File: src/rtl/vdc_ctrl_pkg.sv
package vdc_ctrl_pkg;
    parameter int unsigned WORD_W     = 16;
    parameter int unsigned VAL_W      = 8;
    parameter int unsigned IDX_W      = 5;
    parameter int unsigned TYPE_W     = 4;
    parameter int unsigned COMPAT_TOP = 10;

    localparam int unsigned CMD_W  = 2 * WORD_W;
    localparam int unsigned ADDR_W = WORD_W + 1;
    localparam int unsigned LEN_W  = WORD_W + 1;
    localparam int unsigned SRC_W  = 2 * VAL_W + 6;

    localparam logic [IDX_W-1:0] RI_MODE    = IDX_W'(1);
    localparam logic [IDX_W-1:0] RI_STEP    = IDX_W'(15);
    localparam logic [IDX_W-1:0] RI_LEN_LO  = IDX_W'(19);
    localparam logic [IDX_W-1:0] RI_LEN_HI  = IDX_W'(20);
    localparam logic [IDX_W-1:0] RI_SRC_LO  = IDX_W'(21);
    localparam logic [IDX_W-1:0] RI_SRC_MID = IDX_W'(22);
    localparam logic [IDX_W-1:0] RI_SRC_HI  = IDX_W'(23);

    localparam int unsigned MODE_EXT_BIT  = 2;
    localparam int unsigned MODE_DMAE_BIT = 4;
    localparam int unsigned CMD_REQ_BIT   = 7;

    typedef enum logic [1:0] {
        DM_XFER_A = 2'd0,
        DM_XFER_B = 2'd1,
        DM_FILL   = 2'd2,
        DM_COPY   = 2'd3
    } dma_mode_e;

    typedef struct packed {
        logic                pending;
        logic [CMD_W-1:0]    cmd;
        logic [TYPE_W-1:0]   acc_type;
        logic [ADDR_W-1:0]   acc_addr;
        logic [VAL_W-1:0]    mode;
        logic [VAL_W-1:0]    step;
        logic [VAL_W-1:0]    len_lo;
        logic [VAL_W-1:0]    len_hi;
        logic [VAL_W-1:0]    src_lo;
        logic [VAL_W-1:0]    src_mid;
        logic [VAL_W-1:0]    src_hi;
        logic                reg_we;
        logic [IDX_W-1:0]    reg_idx;
        logic [VAL_W-1:0]    reg_val;
        logic                dma_start;
        logic                fill_armed;
    } dec_state_t;
endpackage

File: src/rtl/vdc_cmd_unpack.sv
module vdc_cmd_unpack
    import vdc_ctrl_pkg::*;
(
    input  logic [CMD_W-1:0]  cmd_word,
    output logic [TYPE_W-1:0] tgt_type,
    output logic [ADDR_W-1:0] tgt_addr
);
    // Target type: low-word bits 5:4 above high-word bits 15:14.
    assign tgt_type = {cmd_word[5:4], cmd_word[31:30]};
    // Address: bit 16 from low bit 2, bits 15:14 from low 1:0, rest from high word.
    assign tgt_addr = {cmd_word[2], cmd_word[1:0], cmd_word[29:16]};

    logic unused_bits;
    assign unused_bits = ^{cmd_word[15:6], cmd_word[3]};
endmodule

File: src/rtl/vdc_addr_step.sv
module vdc_addr_step
    import vdc_ctrl_pkg::*;
(
    input  logic [ADDR_W-1:0] addr_in,
    input  logic [VAL_W-1:0]  step,
    output logic [ADDR_W-1:0] addr_out
);
    logic [WORD_W:0] sum;
    assign sum      = {1'b0, addr_in[WORD_W-1:0]} + {{(WORD_W + 1 - VAL_W){1'b0}}, step};
    assign addr_out = {addr_in[ADDR_W-1] ^ sum[WORD_W], sum[WORD_W-1:0]};
endmodule

File: src/rtl/vdc_ctrl_decoder.sv
module vdc_ctrl_decoder
    import vdc_ctrl_pkg::*;
(
    input  logic              clk,
    input  logic              rst_n,
    input  logic              ctl_wr,
    input  logic [WORD_W-1:0] ctl_data,
    input  logic              dat_acc,
    input  logic              dat_wr,
    input  logic              dma_done,
    output logic              cmd_pending,
    output logic [TYPE_W-1:0] acc_type,
    output logic [ADDR_W-1:0] acc_addr,
    output logic              reg_we,
    output logic [IDX_W-1:0]  reg_idx,
    output logic [VAL_W-1:0]  reg_val,
    output logic              dma_start,
    output logic [1:0]        dma_method,
    output logic [LEN_W-1:0]  dma_len,
    output logic [SRC_W-1:0]  dma_src
);
    dec_state_t st_q, st_d;

    logic              ext_mode;
    logic              dma_en;
    logic [VAL_W-1:0]  inc_step;
    logic [WORD_W-1:0] low_word;
    logic [CMD_W-1:0]  cmd_eff;
    logic [TYPE_W-1:0] unp_type;
    logic [ADDR_W-1:0] unp_addr;
    logic [ADDR_W-1:0] step_base;
    logic [ADDR_W-1:0] stepped_addr;
    logic [WORD_W-1:0] len_word;
    logic [LEN_W-1:0]  len_full;

    assign ext_mode = st_q.mode[MODE_EXT_BIT];
    assign dma_en   = st_q.mode[MODE_DMAE_BIT];
    assign inc_step = st_q.step;
    assign len_word = {st_q.len_hi, st_q.len_lo};
    assign len_full = (len_word == '0) ? LEN_W'(1) << WORD_W : {1'b0, len_word};

    // Second word with the request bit honoured or replaced by the stored one.
    always_comb begin
        low_word = ctl_data;
        if (!dma_en) begin
            low_word[CMD_REQ_BIT] = st_q.cmd[CMD_REQ_BIT];
        end
        cmd_eff = {st_q.cmd[CMD_W-1:WORD_W], ctl_wr ? low_word : st_q.cmd[WORD_W-1:0]};
    end

    vdc_cmd_unpack u_unpack (
        .cmd_word (cmd_eff),
        .tgt_type (unp_type),
        .tgt_addr (unp_addr)
    );

    assign step_base = st_q.pending ? unp_addr : st_q.acc_addr;

    vdc_addr_step u_step (
        .addr_in  (step_base),
        .step     (inc_step),
        .addr_out (stepped_addr)
    );

    always_comb begin
        st_d           = st_q;
        st_d.reg_we    = 1'b0;
        st_d.dma_start = 1'b0;

        if (ctl_wr) begin
            if (st_q.pending) begin
                st_d.pending             = 1'b0;
                st_d.cmd[WORD_W-1:0]     = low_word;
                st_d.acc_type            = unp_type;
                st_d.acc_addr            = unp_addr;
                if (low_word[CMD_REQ_BIT]) begin
                    if (dma_mode_e'(st_q.src_hi[7:6]) == DM_FILL) begin
                        st_d.fill_armed = 1'b1;
                    end else begin
                        st_d.dma_start  = 1'b1;
                        st_d.fill_armed = 1'b0;
                    end
                end
            end else if (ctl_data[15:14] == 2'b10) begin
                st_d.acc_type = '0;
                if (ext_mode || (ctl_data[12:8] <= IDX_W'(COMPAT_TOP))) begin
                    st_d.reg_we  = 1'b1;
                    st_d.reg_idx = ctl_data[12:8];
                    st_d.reg_val = ctl_data[7:0];
                    case (ctl_data[12:8])
                        RI_MODE:    st_d.mode    = ctl_data[7:0];
                        RI_STEP:    st_d.step    = ctl_data[7:0];
                        RI_LEN_LO:  st_d.len_lo  = ctl_data[7:0];
                        RI_LEN_HI:  st_d.len_hi  = ctl_data[7:0];
                        RI_SRC_LO:  st_d.src_lo  = ctl_data[7:0];
                        RI_SRC_MID: st_d.src_mid = ctl_data[7:0];
                        RI_SRC_HI:  st_d.src_hi  = ctl_data[7:0];
                        default: ;
                    endcase
                end
            end else begin
                st_d.pending                  = 1'b1;
                st_d.cmd[CMD_W-1:WORD_W]      = ctl_data;
            end
        end else if (dat_acc) begin
            if (st_q.pending) begin
                st_d.pending  = 1'b0;
                st_d.acc_type = unp_type;
            end
            st_d.acc_addr = stepped_addr;
            if (dat_wr && st_q.fill_armed) begin
                st_d.dma_start  = 1'b1;
                st_d.fill_armed = 1'b0;
            end
        end

        if (dma_done) begin
            st_d.len_lo                = '0;
            st_d.len_hi                = '0;
            {st_d.src_mid, st_d.src_lo} = {st_q.src_mid, st_q.src_lo} + len_full[WORD_W-1:0];
            st_d.cmd[CMD_REQ_BIT]      = 1'b0;
            st_d.fill_armed            = 1'b0;
        end
    end

    always_ff @(posedge clk or negedge rst_n) begin
        if (!rst_n) begin
            st_q <= '0;
        end else begin
            st_q <= st_d;
        end
    end

    assign cmd_pending = st_q.pending;
    assign acc_type    = st_q.acc_type;
    assign acc_addr    = st_q.acc_addr;
    assign reg_we      = st_q.reg_we;
    assign reg_idx     = st_q.reg_idx;
    assign reg_val     = st_q.reg_val;
    assign dma_start   = st_q.dma_start;
    assign dma_method  = st_q.src_hi[7:6];
    assign dma_len     = len_full;
    assign dma_src     = {st_q.src_hi[5:0], st_q.src_mid, st_q.src_lo};
endmodule

File: config.mk
export PLATFORM = sky130hd
export DESIGN_NAME = vdc_ctrl_decoder
export DESIGN_NICKNAME = d
export VERILOG_FILES = /design/src/rtl/vdc_ctrl_pkg.sv /design/src/rtl/vdc_cmd_unpack.sv /design/src/rtl/vdc_addr_step.sv /design/src/rtl/vdc_ctrl_decoder.sv
export SDC_FILE = /design/constraint.sdc
export NUM_CORES = 1
export LEC_CHECK = 0
export ABC_CLOCK_PERIOD_IN_PS = 8900
export BUFFER_PORTS_ARGS = -buffer_cell sky130_fd_sc_hd__buf_4
export CAP_MARGIN = 20
export CORE_MARGIN = 8
export CORE_UTILIZATION = 29
export CTS_CLUSTER_DIAMETER = 50
export CTS_CLUSTER_SIZE = 30
export DETAILED_ROUTE_END_ITERATION = 16
export GPL_TIMING_DRIVEN = 0
export HOLD_SLACK_MARGIN = 0.12
export PLACE_DENSITY = 0.51
export SLEW_MARGIN = 20
export SYNTH_ARGS = -nofsm -noshare
export SYNTH_HDL_FRONTEND = slang
export SYNTH_SLANG_ARGS = --single-unit
File: constraint.sdc
create_clock -name clk -period 8.9 [get_ports clk]
set_clock_uncertainty 0.1 [all_clocks]
set_input_delay 0.445 -clock clk [delete_from_list [all_inputs] [get_ports clk]]
set_output_delay 0.445 -clock clk [all_outputs]
set_load 0.005 [all_outputs]
==> impl_summary.txt, run 1 <==
----------------------------------------------------
[Worst setup path]
  Data required, critical path ... 9050 ps
  CP top delay family ... compound AO/OA/AOI/OAI gates
  CP startpoint ... cmd_pending$_DFFE_PN0P_
  Kind of capture point of the worst setup path ... flop
  Critical path peak fanout ... 10
  Slowest CP cell ... sky130_fd_sc_hd__dfrtp_1
  CP Depth ... 11
  Cell seen most often among critical-path stages ... sky130_fd_sc_hd__buf_2
  Startpoint of the most critical register-to-register path ... cmd_pending$_DFFE_PN0P_
  Maximum cell stage delay along the critical path ... 530 ps
  Critical path type ... flop to flop
  Ordered cell list for the critical path ... buf_2 -> buf_2 -> mux2_2 -> ha_1 -> fa_1 -> a211oi_1 -> nor2_1 -> a221oi_2 -> or3_1 -> a31oi_1 -> o21a_1
  Worst path bufs/invs ... 2
  Sort of element at the start of the critical path ... flop
  Arr. time, crit path ... 3950 ps
  Reg2reg path depth ... 11

[Clock network]
  Total clock sinks ... 110
  Number of CTS-inserted buffers ... 9
  Root buffer cell ... sky130_fd_sc_hd__clkbuf_16
  CTS clock-pin slew for the worst setup and hold paths ... 80 ps
  TritonCTS clock tree ... built
  Post-CTS Setup Repair Bufs ... 0
  Clock insertion delay at the later pin of the skew report ... 350 ps
  Maximum level of the CTS H-tree ... 3
  Number of buffers on the longest clock path ... 2

[Layout]
  Post-route standard cell area excluding fillers ... 8053 µm²
  Fraction of final layout cells sized beyond drive strength 1 ... 29.42%
  Final core occ ... 35.57%
  Number of standard cells in the final layout excluding fillers ... 1094
  Area grow syn2layout ... 20.50%
  Number of fill cells in the layout ... 2365
  Number of antenna cells inserted ... 0
  Most common cell after layout, fill and taps aside ... sky130_fd_sc_hd__buf_4
  Net count of the finished layout ... 851
  Most used cells in the layout excluding fill and tap cells ... sky130_fd_sc_hd__buf_4 (151), sky130_fd_sc_hd__dfrtp_1 (110), sky130_fd_sc_hd__nand2_1 (78)

[Yosys]
  Unique cell type count in the Yosys netlist ... 62
  Portion of synthesized cell area occupied by the leading cell type ... 41.19%
  Synth async-reset ratio ... 100.0%
  Syn_nets ... 746
  Synthesis-stage register bit count ... 110
  Leading cell types by total area after synthesis ... sky130_fd_sc_hd__dfrtp_1 (41%), sky130_fd_sc_hd__mux2_2 (7.9%), sky130_fd_sc_hd__buf_4 (6.7%), sky130_fd_sc_hd__nand2_1 (4.4%), sky130_fd_sc_hd__ha_1 (4.3%)
  Cell taking the most area after synthesis ... sky130_fd_sc_hd__dfrtp_1
  Post-synthesis sequential area ratio ... 41.19%
  Post-synthesis average cell area ... 9.560 µm²
  Primary FF master, synth ... sky130_fd_sc_hd__dfrtp_1
  Post-synth design cell area ... 6683 µm²
  Post-synthesis instance total ... 699
  Number of warnings printed during yosys synthesis ... 0
  Number of flops mapped to enable cells by yosys ... 0

[Min path]
  Startpoint of the most critical hold path ... ctl_data[14]
  Path class of the lowest-slack min-delay path ... primary input to flop
  Cell depth of the worst min-delay path ... 3

[Floorplanning]
  Number of ports placed on the die boundary ... 100
  Die Ht ... 167.8 µm
  Die area ... 28160 µm²
  Die extent in x ... 167.8 µm
  Initial core utilization ... 29.52%
  Placement Rows ... 55
  Core region area ... 22640 µm²

[Pwr]
  Worst VDD drop ... 0.08018 mV
  Standby leakage power ... 3.783 nW
  Total Power Consumption ... 1.474 mW
  Cell area power density ... 183.1 nW/µm²

[Place]
  Placer's final routability congestion estimate ... 0.8490
  Number of placed cells counting well taps ... 1077
  Worst setup timing slack at the placement stage ... 5133 ps
  Placed inst area ... 7761 µm²
  HPWL Detailed ... 14340 µm
  Number of buffers added on ports ... 92

[Timing]
  Slew of the pin with the lowest slew margin ... 672.6 ps
  Sum of negative setup slack ... 0 ps
  Portion of the clock cycle consumed by the worst path in the final layout ... 42.75%
  Hold violation total from the final report ... 0
  Max Clock Freq ... 0.2628 GHz
  Final critical delay including setup and external delays ... 3805 ps
  RSZ-0062 raised after global routing ... no
  Worst Hold Slack ... 217.2 ps
  Final-report max-slew violation count ... 0
  Rel. slew slack ... 55.16%
  Final-report setup violation count ... 0
  Least setup slack across all paths after layout ... 5095 ps

[Drt]
  Drt total wl ... 19090 µm
  Pre-antenna DRT Iters ... 4
  Detailed-route wire length per cell ... 17.45 µm
  Vias per cell ... 4.805
  DRC Markers ... 0
  Number of nets still failing antenna checks after routing ... 0
  Total via count after detailed routing ... 5257
  Number of DRC markers in iteration 0 ... 283

[GRT]
  Antenna violations before repair ... 0
  Total congestion overflow after global routing ... 0
  Wire length of the first global-routing pass ... 30740 µm
  Total track usage ... 13.68%
  Pin count of the biggest net entering global routing ... 67
  Number of global-route vias before repair ... 5392

[Outcome]
  Outcome ... finished, final reports clean

[Job]
  Max-Cap Viols ... 0

----------------------------------------------------
[routing by layer]
metal	GRT usage [%]	vias up	share of wire (%)	routed length [µm]
li1	-	2606	-	-
met1	19.24	2552	49	9425
met2	21.33	93	46	8725
met3	2.315	6	4.1	782
met4	3.688	0	0.82	157
met5	0	-	0	0
[synth_stat cells, types with 3 or more instances]
library cell / count
sky130_fd_sc_hd__xnor2_1: 12
sky130_fd_sc_hd__dfrtp_1: 110
sky130_fd_sc_hd__nand3_1: 11
sky130_fd_sc_hd__a31oi_1: 8
sky130_fd_sc_hd__or3_1: 4
sky130_fd_sc_hd__o211ai_1: 4
sky130_fd_sc_hd__nor4_1: 6
sky130_fd_sc_hd__nand2b_1: 5
sky130_fd_sc_hd__a21oi_1: 50
sky130_fd_sc_hd__nand4_1: 4
sky130_fd_sc_hd__mux2i_1: 20
sky130_fd_sc_hd__o21ai_0: 37
sky130_fd_sc_hd__nor2_1: 50
sky130_fd_sc_hd__xor2_1: 10
sky130_fd_sc_hd__inv_1: 15
sky130_fd_sc_hd__a211oi_1: 9
sky130_fd_sc_hd__clkbuf_1: 34
sky130_fd_sc_hd__nor3_1: 6
sky130_fd_sc_hd__a221oi_1: 3
sky130_fd_sc_hd__buf_2: 7
sky130_fd_sc_hd__nand2_1: 78
sky130_fd_sc_hd__mux2_2: 47
sky130_fd_sc_hd__ha_1: 23
sky130_fd_sc_hd__buf_4: 60
sky130_fd_sc_hd__nor4b_1: 3
sky130_fd_sc_hd__nor2b_1: 11
sky130_fd_sc_hd__a311oi_1: 6
sky130_fd_sc_hd__and3_1: 7
sky130_fd_sc_hd__a21o_1: 15
[worst reg2reg max path, delay by kind of cell (launching register included)]
family,cells,cell delay [ps]
buf+inv,2,620
mux,1,390
compound gates,4,1080
simple gates,2,340
flops,1,530
fa+ha+maj,2,650
[repair_timing]
| action | CTS | global route |
|---|---|---|
| resized for setup | 0 | 0 |
| hold buffers | 1 | 0 |
| endpoints found under the hold margin | 44 | 0 |
[cell families (layout without fill, tap and decap cells)]
| group | Yosys count | count (layout) | share of synthesized area [%] |
|---|---|---|---|
| simple gates | 202 | 202 | 14.85 |
| xor+xnor | 22 | 22 | 2.883 |
| compound gates | 154 | 154 | 14.85 |
| buf+inv | 119 | 229 | 10.41 |
| mux | 67 | 67 | 10.92 |
| fa+ha+maj | 25 | 25 | 4.906 |
| flops | 110 | 110 | 41.19 |
[area by class of cell]
cell class,count,area [µm²],area share [%]
Inverter,16,60.06,0.7458
Clock inverter,6,52.55,0.6526
Sequential cell,110,2753,34.18
Tap cell,285,356.6,4.428
Clock buffer,10,229.0,2.843
Buffer,103,635.6,7.893
Timing Repair Buffer,94,732.0,9.090
Multi-Input combinational cell,470,3234,40.16
[path summary, 6_finish.rpt]
kind / end / slack [ps]
max in group asynchronous: dma_src[14]$_DFFE_PN0P_ / 7520
min: cmd_eff[30]$_DFFE_PN0P_ / 220
max: acc_addr[12]$_DFFE_PN0P_ / 5100
max reg2reg: acc_addr[12]$_DFFE_PN0P_ / 5100
min reg2reg: reg_idx[4]$_DFFE_PN0P_ / 380
min in group asynchronous: acc_addr[13]$_DFFE_PN0P_ / 500
[where the power goes]
part           leakage [nW]  internal (mW)  total (mW)  switching [mW]
combinational          2.27          0.243       0.435           0.192
sequential             1.38          0.573       0.635          0.0614
clock                 0.132          0.196       0.404           0.208
[flip-flops by register name (all words and copies together) (netlist names)]
| signal | flops |
|---|---|
| dma_en | 1 |
| acc_type | 4 |
| len_word | 16 |
| dma_method | 2 |
| ext_mode | 1 |
| reg_idx | 5 |
| cmd_eff | 16 |
| st_q | 7 |
| inc_step | 8 |
| dma_src | 22 |
| cmd_pending | 1 |
| acc_addr | 17 |
| reg_val | 8 |
| dma_start | 1 |
| reg_we | 1 |
Power figures use the tool's default switching activity.
==> run 2: changes to the inputs <==
--- a/config.mk
+++ b/config.mk
@@ -5,7 +5,8 @@
 export SDC_FILE = /design/constraint.sdc
 export NUM_CORES = 1
 export LEC_CHECK = 0
-export ABC_CLOCK_PERIOD_IN_PS = 8900
+export ABC_AREA = 1
+export ABC_CLOCK_PERIOD_IN_PS = 3700
 export BUFFER_PORTS_ARGS = -buffer_cell sky130_fd_sc_hd__buf_4
 export CAP_MARGIN = 20
 export CORE_MARGIN = 8
==> constraint.sdc (replaced) <==
create_clock -name clk -period 3.7 [get_ports clk]
set_clock_uncertainty 0.1 [all_clocks]
set_input_delay 0.185 -clock clk [delete_from_list [all_inputs] [get_ports clk]]
set_output_delay 0.185 -clock clk [all_outputs]
set_load 0.005 [all_outputs]
==> run 2 against run 1 <==
Final cell count grew 22%; critical path depth is 4 higher; area after synthesis shrank 0.26%; power is 130% higher; sequential share of layout area is 0.87 points lower; clock power grew 140%; non-clock buffer count is 16 higher; first-iteration DRC count increased by 8.1%; critical path type unchanged; largest cell class unchanged; largest power group unchanged; highest routed layer is now met5.
==> impl_summary.txt, run 2 <==
----------------------------------------------------
[Outcome]
  Outcome ... finished, final reports clean

[Clock network]
  Number of CTS-inserted buffers ... 9
  Root buffer cell ... sky130_fd_sc_hd__clkbuf_16
  Total clock sinks ... 110
  Clock insertion delay at the later pin of the skew report ... 360 ps
  Number of buffers on the longest clock path ... 2
  Number of gates resized after CTS ... 0
  Maximum level of the CTS H-tree ... 3
  TritonCTS clock tree ... built
  CTS clock-pin slew for the worst setup and hold paths ... 80 ps

[Yosys]
  Post-synthesis average cell area ... 7.284 µm²
  Syn_nets ... 962
  Synthesis-stage register bit count ... 110
  Primary FF master, synth ... sky130_fd_sc_hd__dfrtp_1
  Cell taking the most area after synthesis ... sky130_fd_sc_hd__dfrtp_1
  Top cell types by occurrence after synthesis ... sky130_fd_sc_hd__nand2_1 (300), sky130_fd_sc_hd__dfrtp_1 (110), sky130_fd_sc_hd__inv_1 (91)
  Post-synth design cell area ... 6665 µm²
  Post-synthesis instance total ... 915
  Number of warnings printed during yosys synthesis ... 0
  Post-synthesis sequential area ratio ... 41.30%
  Leading cell types by total area after synthesis ... sky130_fd_sc_hd__dfrtp_1 (41%), sky130_fd_sc_hd__nand2_1 (17%), sky130_fd_sc_hd__buf_4 (6.9%), sky130_fd_sc_hd__inv_1 (5.1%), sky130_fd_sc_hd__nand3_1 (5.1%)
  Number of flops mapped to enable cells by yosys ... 0
  Portion of synthesized cell area occupied by the leading cell type ... 41.30%
  Synth async-reset ratio ... 100.0%
  Unique cell type count in the Yosys netlist ... 37
  Most numerous cell in the Yosys netlist ... sky130_fd_sc_hd__nand2_1

[Layout]
  Number of flip-flops under the largest register name ... 22
  Number of antenna cells inserted ... 0
  Most used cells in the layout excluding fill and tap cells ... sky130_fd_sc_hd__nand2_1 (300), sky130_fd_sc_hd__buf_4 (157), sky130_fd_sc_hd__dfrtp_1 (110)
  Area grow syn2layout ... 23.97%
  Fraction of final layout cells sized beyond drive strength 1 ... 19.47%
  Register area ... 2753 µm²
  Multi-input gate area in the final layout ... 2939 µm²
  Number of fill cells in the layout ... 2475
  Most common cell after layout, fill and taps aside ... sky130_fd_sc_hd__nand2_1
  Net count of the finished layout ... 1090
  Final core occ ... 36.61%

[Pwr]
  Cell area power density ... 414.2 nW/µm²
  Worst VDD drop ... 0.2155 mV
  Standby leakage power ... 4.398 nW
  Total Power Consumption ... 3.422 mW

[Job]
  Max-Cap Viols ... 0

[Floorplanning]
  Placement Rows ... 55
  Core region area ... 22570 µm²
  Number of ports placed on the die boundary ... 100
  Initial core utilization ... 29.53%
  Die area ... 28090 µm²
  Die extent in x ... 167.6 µm
  Die Ht ... 167.6 µm

[Drt]
  DRC Markers ... 0
  Total via count after detailed routing ... 6005
  Number of DRC markers in iteration 0 ... 306
  Drt total wl ... 20320 µm
  Pre-antenna DRT Iters ... 5
  Detailed-route wire length per cell ... 15.24 µm
  Number of nets still failing antenna checks after routing ... 0
  Vias per cell ... 4.505

[Worst setup path]
  Critical path type ... flop to flop
  Reg2reg path depth ... 15
  Data required, critical path ... 3850 ps
  Internal reg-to-reg setup slack ... 820 ps
  Endpoint of the worst-slack reg-to-reg timing path ... acc_addr[16]$_DFFE_PN0P_
  Arr. time, crit path ... 3030 ps
  Startpoint of the most critical register-to-register path ... cmd_pending$_DFFE_PN0P_
  Kind of capture point of the worst setup path ... flop
  Critical path peak fanout ... 10
  Sort of element at the start of the critical path ... flop

[Place]
  Worst setup timing slack at the placement stage ... 776.0 ps
  HPWL Detailed ... 15870 µm
  Placer's final routability congestion estimate ... 0.9054
  Number of buffers added on ports ... 97

[Timing]
  Hold violation total from the final report ... 0
  Slew of the pin with the lowest slew margin ... 743.6 ps
  Max Clock Freq ... 0.3475 GHz
  Portion of the clock cycle consumed by the worst path in the final layout ... 77.76%
  Sum of negative setup slack ... 0 ps
  RSZ-0062 raised after global routing ... no
  Final critical delay including setup and external delays ... 2877 ps
  Final-report setup violation count ... 0
  Least setup slack across all paths after layout ... 822.7 ps
  Rel. slew slack ... 50.43%
  Worst Hold Slack ... 167.9 ps
  Final-report max-slew violation count ... 0

[Min path]
  Worst-case hold path end point ... acc_addr[1]$_DFFE_PN0P_
  Cell depth of the worst min-delay path ... 5
  Path class of the lowest-slack min-delay path ... primary input to flop
  Startpoint of the most critical hold path ... dat_acc

[GRT]
  Total track usage ... 14.72%
  Number of global-route vias before repair ... 6079
  Pin count of the biggest net entering global routing ... 73
  Wire length of the first global-routing pass ... 33010 µm
  Antenna violations before repair ... 1
  Total congestion overflow after global routing ... 0

----------------------------------------------------
[run 2: cell types whose count changed in the layout (fill, tap and decap cells not counted), moves of 10 or more]
| cell | delta |
|---|---|
| sky130_fd_sc_hd__nand2_1 | +222 |
| sky130_fd_sc_hd__nor2b_1 | -11 |
| sky130_fd_sc_hd__nand3_1 | +57 |
| sky130_fd_sc_hd__a21o_1 | -14 |
| sky130_fd_sc_hd__o21ai_1 | +37 |
| sky130_fd_sc_hd__mux2_2 | -47 |
| sky130_fd_sc_hd__mux2i_1 | -20 |
| sky130_fd_sc_hd__nand4_1 | +10 |
| sky130_fd_sc_hd__xnor2_1 | -10 |
| sky130_fd_sc_hd__a21oi_1 | -20 |
| sky130_fd_sc_hd__inv_1 | +76 |
| sky130_fd_sc_hd__dlygate4sd3_1 | +18 |
[run 2: worst max-delay path by stage]
stage,startpoint,endpoint,slack [ps],cells past startpoint
floorplan,cmd_pending$_DFFE_PN0P_,acc_addr[10]$_DFFE_PN0P_,1270,15
global placement,cmd_pending$_DFFE_PN0P_,acc_addr[8]$_DFFE_PN0P_,790,15
detailed placement,cmd_pending$_DFFE_PN0P_,acc_addr[10]$_DFFE_PN0P_,780,15
CTS,cmd_pending$_DFFE_PN0P_,acc_addr[10]$_DFFE_PN0P_,770,15
global route,cmd_pending$_DFFE_PN0P_,acc_addr[10]$_DFFE_PN0P_,460,15
finish,cmd_pending$_DFFE_PN0P_,acc_addr[16]$_DFFE_PN0P_,820,15
[run 2: critical path, cell delays in order, from the launching register on]
cell	delay [ps]
sky130_fd_sc_hd__dfrtp_1	410
sky130_fd_sc_hd__buf_4	200
sky130_fd_sc_hd__inv_2	90
sky130_fd_sc_hd__clkbuf_1	260
sky130_fd_sc_hd__nand2_1	120
sky130_fd_sc_hd__nand2_1	70
sky130_fd_sc_hd__ha_1	230
sky130_fd_sc_hd__fa_1	410
sky130_fd_sc_hd__nand2_1	70
sky130_fd_sc_hd__nand3_1	80
sky130_fd_sc_hd__nand3_1	90
sky130_fd_sc_hd__nand3_1	250
sky130_fd_sc_hd__nand3_1	170
sky130_fd_sc_hd__nand2_1	60
sky130_fd_sc_hd__nand3_1	100
sky130_fd_sc_hd__nand2_1	60
[run 2: cell families after synthesis]
kind of cell | Yosys count | share of synthesized area, %
AO/OA/AOI/OAI | 125 | 10.10
XOR/XNOR | 4 | 0.5257
adder cells (fa/ha/maj) | 25 | 4.918
buffers and inverters | 197 | 14.60
flip-flops | 110 | 41.30
AND/OR/NAND/NOR | 454 | 28.55
[run 2: report_power, final]
| group | internal [mW] | switching, mW |
|---|---|---|
| combinational | 0.484 | 0.461 |
| sequential | 1.37 | 0.127 |
| clock | 0.489 | 0.492 |
[run 2: final cells by class]
class                           count  area share, %
Multi-Input combinational cell    608          35.57
Sequential cell                   110          33.31
Timing Repair Buffer              117          11.49
Buffer                             96          7.193
Inverter                          101          4.588
Tap cell                          285          4.316
Clock buffer                       10          2.892
Clock inverter                      6         0.6360
[run 2: metal layers]
metal,up-vias,wire length (µm),GRT usage (%)
li1,3125,-,-
met1,2767,9288,18.16
met2,94,10140,25.94
met3,17,673,3.221
met4,2,203,3.067
met5,-,13,0
[run 2: stage by stage]
step / std cells / cell area [µm²]
2_1_floorplan: 915 / 6665
3_3_place_gp: 1297 / 7750
3_5_place_dp: 1298 / 7781
4_1_cts: 1333 / 8263
5_1_grt: 1333 / 8263
6_report: 1333 / 8263
[run 2: timing repair]
item | in CTS | in global routing
endpoints found under the hold margin | 151 | 0
hold buffers | 19 | 0
buffers inserted | 0 | 0
==> run 3: changes to the inputs <==
--- a/config.mk
+++ b/config.mk
@@ -6,7 +6,7 @@
 export NUM_CORES = 1
 export LEC_CHECK = 0
 export ABC_AREA = 1
-export ABC_CLOCK_PERIOD_IN_PS = 3700
+export ABC_CLOCK_PERIOD_IN_PS = 2890
 export BUFFER_PORTS_ARGS = -buffer_cell sky130_fd_sc_hd__buf_4
 export CAP_MARGIN = 20
 export CORE_MARGIN = 8
==> constraint.sdc (replaced) <==
create_clock -name clk -period 2.89 [get_ports clk]
set_clock_uncertainty 0.1 [all_clocks]
set_input_delay 0.1445 -clock clk [delete_from_list [all_inputs] [get_ports clk]]
set_output_delay 0.1445 -clock clk [all_outputs]
set_load 0.005 [all_outputs]
==> run 3 against run 2 <==
Fmax up 13%; sequential power rose by 28%; clock power rose by 27%; setup slack got worse by 470 ps; largest cell class unchanged; critical path type unchanged; flip-flop and latch count is the same; die area unchanged; first-iteration DRC count fell by 0.33%; power increased by 28%; via count is essentially flat; highest routed layer unchanged.
==> impl_summary.txt, run 3 (same netlist as run 2, synthesis figures left out) <==
----------------------------------------------------
[Worst setup path]
  Arr. time, crit path ... 2700 ps
  Critical path peak fanout ... 17
  Maximum cell stage delay along the critical path ... 410 ps
  Ordered cell list for the critical path ... buf_4 -> inv_2 -> nand2_1 -> nand2_1 -> ha_1 -> fa_1 -> nand2_1 -> nand3_1 -> nand3_1 -> nand3_2 -> nand3_1 -> o21bai_1 -> nand2_1 -> nand2_1
  Data required, critical path ... 3050 ps
  Cell seen most often among critical-path stages ... sky130_fd_sc_hd__nand2_1
  Sort of element at the start of the critical path ... flop
  Internal reg-to-reg setup slack ... 350 ps
  Kind of capture point of the worst setup path ... flop
  Critical path type ... flop to flop
  Slowest CP cell ... sky130_fd_sc_hd__dfrtp_1
  Startpoint of the most critical register-to-register path ... cmd_pending$_DFFE_PN0P_
  Endpoint of the worst-slack reg-to-reg timing path ... acc_addr[10]$_DFFE_PN0P_
  Reg2reg path depth ... 14

[Floorplanning]
  Initial core utilization ... 29.53%
  Die Ht ... 167.6 µm
  Placement Rows ... 55
  Core region area ... 22570 µm²
  Die extent in x ... 167.6 µm
  Die area ... 28090 µm²
  Number of ports placed on the die boundary ... 100

[Pwr]
  Standby leakage power ... 4.408 nW
  Total Power Consumption ... 4.380 mW
  Cell area power density ... 529.3 nW/µm²
  Worst VDD drop ... 0.2756 mV

[Timing]
  Portion of the clock cycle consumed by the worst path in the final layout ... 87.92%
  Slew of the pin with the lowest slew margin ... 756.0 ps
  Rel. slew slack ... 49.60%
  Final-report setup violation count ... 0
  Final critical delay including setup and external delays ... 2541 ps
  Hold violation total from the final report ... 0
  Final-report max-slew violation count ... 0
  Max Clock Freq ... 0.3935 GHz
  RSZ-0062 raised after global routing ... no

[GRT]
  Number of global-route vias before repair ... 6071
  Total track usage ... 14.72%
  Pin count of the biggest net entering global routing ... 73
  Wire length of the first global-routing pass ... 33010 µm
  Total congestion overflow after global routing ... 0
  Antenna violations before repair ... 1

[Clock network]
  Clock insertion delay at the later pin of the skew report ... 360 ps
  Number of CTS-inserted buffers ... 9
  Number of buffers on the longest clock path ... 2
  Root buffer cell ... sky130_fd_sc_hd__clkbuf_16
  Maximum level of the CTS H-tree ... 3
  TritonCTS clock tree ... built
  CTS clock-pin slew for the worst setup and hold paths ... 80 ps
  Total clock sinks ... 110

[Layout]
  Final core occ ... 36.66%
  Most common cell after layout, fill and taps aside ... sky130_fd_sc_hd__nand2_1
  Post-route standard cell area excluding fillers ... 8274 µm²
  Number of antenna cells inserted ... 0
  Fraction of final layout cells sized beyond drive strength 1 ... 19.56%
  Number of flip-flops under the largest register name ... 22
  Number of standard cells in the final layout excluding fillers ... 1333
  Most used cells in the layout excluding fill and tap cells ... sky130_fd_sc_hd__nand2_1 (300), sky130_fd_sc_hd__buf_4 (157), sky130_fd_sc_hd__dfrtp_1 (110)
  Area grow syn2layout ... 24.14%
  Net count of the finished layout ... 1090
  Number of fill cells in the layout ... 2474

[Drt]
  Drt total wl ... 20330 µm
  Vias per cell ... 4.509
  Detailed-route wire length per cell ... 15.25 µm
  Number of DRC markers in iteration 0 ... 305
  Pre-antenna DRT Iters ... 4
  Total via count after detailed routing ... 6010
  DRC Markers ... 0
  Number of nets still failing antenna checks after routing ... 0

[Min path]
  Cell depth of the worst min-delay path ... 4
  Path class of the lowest-slack min-delay path ... primary input to flop
  Worst-case hold path end point ... acc_addr[1]$_DFFE_PN0P_
  Startpoint of the most critical hold path ... ctl_wr

[Job]
  Max-Cap Viols ... 0

[Outcome]
  Outcome ... finished, final reports clean

[Place]
  Number of buffers added on ports ... 97
  Placed inst area ... 7781 µm²
  HPWL Detailed ... 15870 µm
  Number of placed cells counting well taps ... 1298
  Placer's final routability congestion estimate ... 0.9054

----------------------------------------------------
## run 3: metrics by stage
step | hold WS (ps) | setup TNS (ps) | worst slack, ps
6_report | 145.6 | 0 | 349.0
3_5_place_dp | -12.56 | -98.23 | -34.00
5_1_grt | 165.1 | 0 | 85.90
2_1_floorplan | -251.1 | 0 | 456.2
4_1_cts | 139.1 | 0 | 217.0
3_3_place_gp | 266.9 | -80.50 | -20.61
## run 3: worst max-delay path, delay by kind of cell (launching register included)
family	cells	cell delay (ps)
compound gates	1	70
fa+ha+maj	2	640
buf+inv	2	350
flops	1	410
simple gates	9	850
## run 3: layer usage
metal,up-vias,track usage [%],routed length [µm]
met2,105,26.01,10140
li1,3124,-,-
met5,-,0,13
met4,2,2.834,203
met1,2762,18.21,9264
met3,17,3.151,711
## run 3: how the worst max path moves through the flow
stage                                          end  depth (start not counted)               startpoint  slack [ps]
final                     acc_addr[10]$_DFFE_PN0P_                         14  cmd_pending$_DFFE_PN0P_         350
after global routing       acc_addr[8]$_DFFE_PN0P_                         14  cmd_pending$_DFFE_PN0P_          90
after CTS                 acc_addr[10]$_DFFE_PN0P_                         14  cmd_pending$_DFFE_PN0P_         220
after detailed placement  acc_addr[10]$_DFFE_PN0P_                         15  cmd_pending$_DFFE_PN0P_         -30
after global placement     acc_addr[8]$_DFFE_PN0P_                         15  cmd_pending$_DFFE_PN0P_         -20
after floorplan           acc_addr[10]$_DFFE_PN0P_                         15  cmd_pending$_DFFE_PN0P_         460
## run 3: area by class of cell
cell class | instances | area [µm²] | area share, %
Sequential cell | 110 | 2753 | 33.27
Clock inverter | 6 | 52.55 | 0.6351
Multi-Input combinational cell | 608 | 2944 | 35.58
Buffer | 95 | 590.6 | 7.137
Clock buffer | 10 | 239.0 | 2.888
Inverter | 101 | 379.1 | 4.582
Tap cell | 285 | 356.6 | 4.310
Timing Repair Buffer | 118 | 959.7 | 11.60
## run 3: repair_timing
item                                    in CTS  in global routing
hold buffers                                20                  0
setup buffers                                0                  0
endpoints found under the setup margin       4                  4
hold endpoints to repair                   163                  0
resized for setup                            0                  1
gates cloned                                 0                  0
## run 3: power breakdown
group / internal (mW) / switching, mW / leakage [nW]
Sequential: 1.75 / 0.164 / 1.44
Combinational: 0.620 / 0.590 / 2.83
Clock: 0.626 / 0.627 / 0.143
Total: 3.00 / 1.38 / 4.41
